`config.mk`:
```
export PLATFORM = sky130hd
export DESIGN_NAME = smm_state_ctrl
export DESIGN_NICKNAME = d
export VERILOG_FILES = /design/src/rtl/smm_pkg.sv /design/src/rtl/smm_mode_fsm.sv /design/src/rtl/smm_slot_regs.sv /design/src/rtl/smm_resume_dec.sv /design/src/rtl/smm_state_ctrl.sv
export SDC_FILE = /design/constraint.sdc
export NUM_CORES = 1
export LEC_CHECK = 0
export BUFFER_PORTS_ARGS = -buffer_cell sky130_fd_sc_hd__buf_2
export CAP_MARGIN = 10
export CORE_MARGIN = 2
export CORE_UTILIZATION = 45
export DETAILED_ROUTE_END_ITERATION = 16
export GPL_ROUTABILITY_DRIVEN = 0
export PLACE_DENSITY = 0.81
export SETUP_SLACK_MARGIN = 0.5
export SYNTH_ARGS = -nofsm -noshare
export SYNTH_HDL_FRONTEND = slang
export SYNTH_SLANG_ARGS = --single-unit
```
`constraint.sdc`:
```
create_clock -name clk -period 2.97 [get_ports clk]
set_input_delay 0.1485 -clock clk [delete_from_list [all_inputs] [get_ports clk]]
set_output_delay 0.1485 -clock clk [all_outputs]
set_load 0.1 [all_outputs]
```
`src/rtl/smm_pkg.sv`:
```
package smm_pkg;

    localparam int          WORD_W   = 32;
    localparam logic [15:0] REV_OFS  = 16'h7EFC;
    localparam logic [15:0] HALT_OFS = 16'h7F02;
    localparam logic        HAS_IO_TRAP = 1'b1;
    localparam logic        HAS_RELOC   = 1'b1;

    typedef enum logic { PH_RUN, PH_SMM } phase_e;

    typedef enum logic [1:0] { SEL_NONE, SEL_REV, SEL_HALT } slot_sel_e;

    typedef struct packed {
        logic reenter;
        logic cont;
        logic bad;
    } resume_t;

    function automatic logic [WORD_W-1:0] rev_word(input logic [15:0] level);
        return {14'b0, HAS_RELOC, HAS_IO_TRAP, level};
    endfunction

endpackage

```
`src/rtl/smm_mode_fsm.sv`:
```
module smm_mode_fsm
    import smm_pkg::*;
(
    input  logic clk,
    input  logic rst,
    input  logic smi_req_i,
    input  logic resume_i,
    output logic in_smm_o,
    output logic enter_o,
    output logic leave_o
);
    phase_e phase_q;

    assign enter_o  = (phase_q == PH_RUN) && smi_req_i;
    assign leave_o  = (phase_q == PH_SMM) && resume_i;
    assign in_smm_o = (phase_q == PH_SMM);

    always_ff @(posedge clk) begin
        if (rst) begin
            phase_q <= PH_RUN;
        end else if (enter_o) begin
            phase_q <= PH_SMM;
        end else if (leave_o) begin
            phase_q <= PH_RUN;
        end
    end
endmodule

```
`src/rtl/smm_slot_regs.sv`:
```
module smm_slot_regs
    import smm_pkg::*;
#(
    parameter int          ADDR_W     = 32,
    parameter logic [15:0] BASE_LEVEL = 16'h0010
)(
    input  logic              clk,
    input  logic              rst,
    input  logic              enter_i,
    input  logic              in_smm_i,
    input  logic              core_halted_i,
    input  logic [ADDR_W-1:0] base_i,
    input  logic              we_i,
    input  logic [ADDR_W-1:0] addr_i,
    input  logic              wbit_i,
    output logic [WORD_W-1:0] rdata_o,
    output logic              flag_o,
    output logic              entry_halted_o
);
    localparam logic [ADDR_W-1:0] REV_A  = ADDR_W'(REV_OFS);
    localparam logic [ADDR_W-1:0] HALT_A = ADDR_W'(HALT_OFS);

    logic [WORD_W-1:0] rev_q;
    logic              flag_q;
    logic              entry_q;
    slot_sel_e         sel;

    always_comb begin
        if (addr_i == base_i + REV_A)       sel = SEL_REV;
        else if (addr_i == base_i + HALT_A) sel = SEL_HALT;
        else                                sel = SEL_NONE;
    end

    always_ff @(posedge clk) begin
        if (rst) begin
            rev_q   <= '0;
            flag_q  <= 1'b0;
            entry_q <= 1'b0;
        end else if (enter_i) begin
            rev_q   <= rev_word(BASE_LEVEL);
            flag_q  <= core_halted_i;
            entry_q <= core_halted_i;
        end else if (in_smm_i && we_i && sel == SEL_HALT) begin
            flag_q  <= wbit_i;
        end
    end

    always_comb begin
        case (sel)
            SEL_REV:  rdata_o = rev_q;
            SEL_HALT: rdata_o = {{(WORD_W-1){1'b0}}, flag_q};
            default:  rdata_o = '0;
        endcase
    end

    assign flag_o         = flag_q;
    assign entry_halted_o = entry_q;
endmodule

```
`src/rtl/smm_resume_dec.sv`:
```
module smm_resume_dec
    import smm_pkg::*;
(
    input  logic    clk,
    input  logic    rst,
    input  logic    leave_i,
    input  logic    flag_i,
    input  logic    entry_halted_i,
    output resume_t dec_o
);
    resume_t dec_q;

    always_ff @(posedge clk) begin
        if (rst) begin
            dec_q <= '0;
        end else begin
            dec_q <= '0;
            if (leave_i) begin
                dec_q.reenter <= flag_i;
                dec_q.cont    <= ~flag_i;
                dec_q.bad     <= flag_i & ~entry_halted_i;
            end
        end
    end

    assign dec_o = dec_q;
endmodule

```
`src/rtl/smm_state_ctrl.sv`:
```
module smm_state_ctrl
    import smm_pkg::*;
#(
    parameter int          ADDR_W     = 32,
    parameter logic [15:0] BASE_LEVEL = 16'h0010
)(
    input  logic              clk,
    input  logic              rst,
    input  logic [ADDR_W-1:0] smbase_i,
    input  logic              smi_req_i,
    input  logic              core_halted_i,
    input  logic              resume_i,
    input  logic              hw_we_i,
    input  logic [ADDR_W-1:0] hw_addr_i,
    input  logic [31:0]       hw_wdata_i,
    output logic [31:0]       hw_rdata_o,
    output logic              in_smm_o,
    output logic              reenter_halt_o,
    output logic              continue_o,
    output logic              bad_restart_o
);
    logic    enter, leave, flag, entry_halted;
    resume_t dec;
    logic    unused_wdata;

    assign unused_wdata = ^hw_wdata_i[31:1];

    smm_mode_fsm u_fsm (
        .clk       (clk),
        .rst       (rst),
        .smi_req_i (smi_req_i),
        .resume_i  (resume_i),
        .in_smm_o  (in_smm_o),
        .enter_o   (enter),
        .leave_o   (leave)
    );

    smm_slot_regs #(.ADDR_W(ADDR_W), .BASE_LEVEL(BASE_LEVEL)) u_slots (
        .clk            (clk),
        .rst            (rst),
        .enter_i        (enter),
        .in_smm_i       (in_smm_o),
        .core_halted_i  (core_halted_i),
        .base_i         (smbase_i),
        .we_i           (hw_we_i),
        .addr_i         (hw_addr_i),
        .wbit_i         (hw_wdata_i[0]),
        .rdata_o        (hw_rdata_o),
        .flag_o         (flag),
        .entry_halted_o (entry_halted)
    );

    smm_resume_dec u_dec (
        .clk            (clk),
        .rst            (rst),
        .leave_i        (leave),
        .flag_i         (flag),
        .entry_halted_i (entry_halted),
        .dec_o          (dec)
    );

    assign reenter_halt_o = dec.reenter;
    assign continue_o     = dec.cont;
    assign bad_restart_o  = dec.bad;
endmodule

```
==> metrics <==
status finished clean; CP required 2.82 ns; final hold slack 0.157 ns; most frequent cell on the critical path buf_12; WP buf/inv 3; Synth Area in Simple Gates 32.9%; Avg Vias per Cell 5.66; synth cell count leaders 35 x xnor2_1, 33 x buf_4, 30 x xor2_1, 26 x nand2_1, 21 x nor2_1; #FFs+latches synth 7; Period minus WS final 2.66 ns; Gate Count Post-Synth 324; Syn-to-layout area delta 30.1%; CP max stage cell and4b_4; drt total wl 6960 microns; later-pin clock latency in the skew report 0.23 ns; Vias 2662; IO buf count 78; RSZ-0062 raised after global routing true; kind of critical path in2out; max-cap violation count 0; xor and xnor fraction of the mapped netlist area 24.8%; Crit path max-delay family simple AND/OR/NAND/NOR gates; Critical Path End Type output port; ANT cells 0; DP Wirelength 5450 microns; num ports 138; period utilisation layout 89.6%; grt peak-use layer met2; Synth Area in Compound Gates 17.5%; max_slew headroom 57.4%; Ys Warns 0; peak supply drop 0.264 mV; main area contributors after synthesis xnor2_1 13%, xor2_1 11%, buf_4 10%; Max Clk Rate 376 MHz; Post-synth EDFFs 0; num rows 26; largest net degree at the start of global routing 13; Avg Cell Area, Syn 7.29 sq um; initial core utilization 46.5%; DRC viols 0; die area 5850 sq um; TritonCTS clock tree done; First-pass DRT Iterations 4; worst path cell trace buf_12 -> clkinv_8 -> ha_4 -> nor2b_4 -> a21boi_4 -> o21ai_2 -> or3_4 -> xnor2_2 -> nor3_2 -> o2111ai_2 -> and4b_4 -> buf_12; CTS Buf Count 3; # setup viols final 0; Unique masters post-synth 68; final-stage net count 506; Remaining Overflow, GRT 0; layout cells sized above 1 32.8%; area leader, netlist xnor2_1; vias in the first global route 2410; count leader, synth xnor2_1; multiplexer share of the synthesized area 3.87%; Clock Tree Buf Depth 2; Tightest Pin Transition 0.633 ns; Seq/Total Area, Yosys 5.93%; Worst Hold Class in2reg; routed length per placed instance 14.8 microns; clk sinks 7; final hold vios 0; critical path's largest stage delay 0.43 ns; crit path max fanout 5; data arrival time of the critical path 2.51 ns; chip height 76.5 microns; M1 GR Usage 26.7%; CTS root buf clkbuf_8; clk slew on worst S/H paths 0.04 ns; Leakage 1.26 nW; Primary FF master, synth dfxtp_1; Cell Area, Synth 2360 sq um; met2 Usage GRT 37.4%; overall power 0.766 mW; Die Wd 76.5 microns; met3 Usage GRT 4.03%; first-pass GRT wire length 10700 microns; Starting DRT DRC Count 185; Fin Setup TNS 0 ns; core area 5070 sq um; antenna-violating nets left 0; Slew Limit Fails 0; H-tree depth 1; fraction of registers with async set/reset 0%; PwrDens 249 nW/um^2; Post-Synth Adder-Cell Area 1.59%; GRT Total Usage 21.6%; largest family of logic cells by synthesized area simple AND/OR/NAND/NOR gates; Critical Path Source Type primary input; initial antenna violation count 0; Yosys top cell area share 13.0%; clk_skew 0.00278 ns
## logic make-up (layout without fill, tap and decap cells)
kind of cell               after synthesis  count (layout)
AOI/OAI and AO/OA                       59              59
xor gates and xnor gates                66              66
adders and majority gates                3               3
buffers and inverters                   48              97
DFF                                      7               7
muxes                                    9               9
other                                    1              28
and+or+nand+nor                        131             131
## registers in the layout, indices dropped and copies added (netlist names)
register                cells
u_dec.dec_o                 3
u_slots.flag_o              1
u_slots.entry_halted_o      1
u_fsm.in_smm_o              1
u_slots.rev_q               1
## worst paths after layout
kind                                from              to  slack (ns)  depth (start not counted)
setup / recovery             smbase_i[2]   hw_rdata_o[4]        0.31                         12
hold / removal                       rst  u_fsm.in_smm_o        0.16                          2
setup reg to reg          u_fsm.in_smm_o  u_slots.flag_o        1.97                          4
hold reg to reg   u_slots.entry_halted_o  u_dec.dec_o[0]        0.44                          1
## layer usage
layer  vias up  routed length [microns]
met1      1226                     2720
met4         0                      219
met2       147                     3430
met3        28                      592
met5         -                        0
li1       1261                        -
## what timing repair did
item	4_1_cts	5_1_grt
hold buffers	0	0
setup endpoints to repair	4	5
setup buffers	4	5
hold endpoints to repair	0	0
gates cloned	0	0
pin swaps	5	13
gates resized for setup	11	27
## final cells by class
class / instances / area [sq um]
fillers: 477 / 2000
flip-flops and latches: 7 / 140
multi-input cells: 296 / 2190
well taps: 70 / 87.6
inverters: 6 / 47.5
repair buffers: 87 / 558
clock buffers: 4 / 45.0
## through the flow
stage | utilization (%) | std cells | instance area [sq um] | worst slack [ns]
floorplan | - | 351 | 2590 | 0.0631
global placement | 54.9 | 457 | 2780 | 0.148
detailed placement | 54.9 | 457 | 2780 | 0.124
CTS | 57.1 | 465 | 2900 | 0.309
global route | 60.6 | 470 | 3070 | 0.208
finish | 60.6 | 470 | 3070 | 0.309
## placed cells by master, fill, tap and decap left out, drive strengths merged, types with 5 or more instances in the layout
| cell type | instances |
|---|---|
| a21oi | 10 |
| buf | 85 |
| clkbuf | 6 |
| conb | 28 |
| dfxtp | 7 |
| mux2i | 8 |
| nand2 | 27 |
| nand2b | 5 |
| nand3 | 12 |
| nand4 | 9 |
| nor2 | 23 |
| nor2b | 5 |
| nor3 | 19 |
| o2111ai | 7 |
| o21ai | 16 |
| xnor2 | 36 |
| xor2 | 30 |
## power by group
group / switching (mW) / internal (mW)
Combinational: 0.372 / 0.159
Clock: 0.0406 / 0.0928
Sequential: 0.00290 / 0.0993
Total: 0.416 / 0.351
Power figures use the tool's default switching activity.
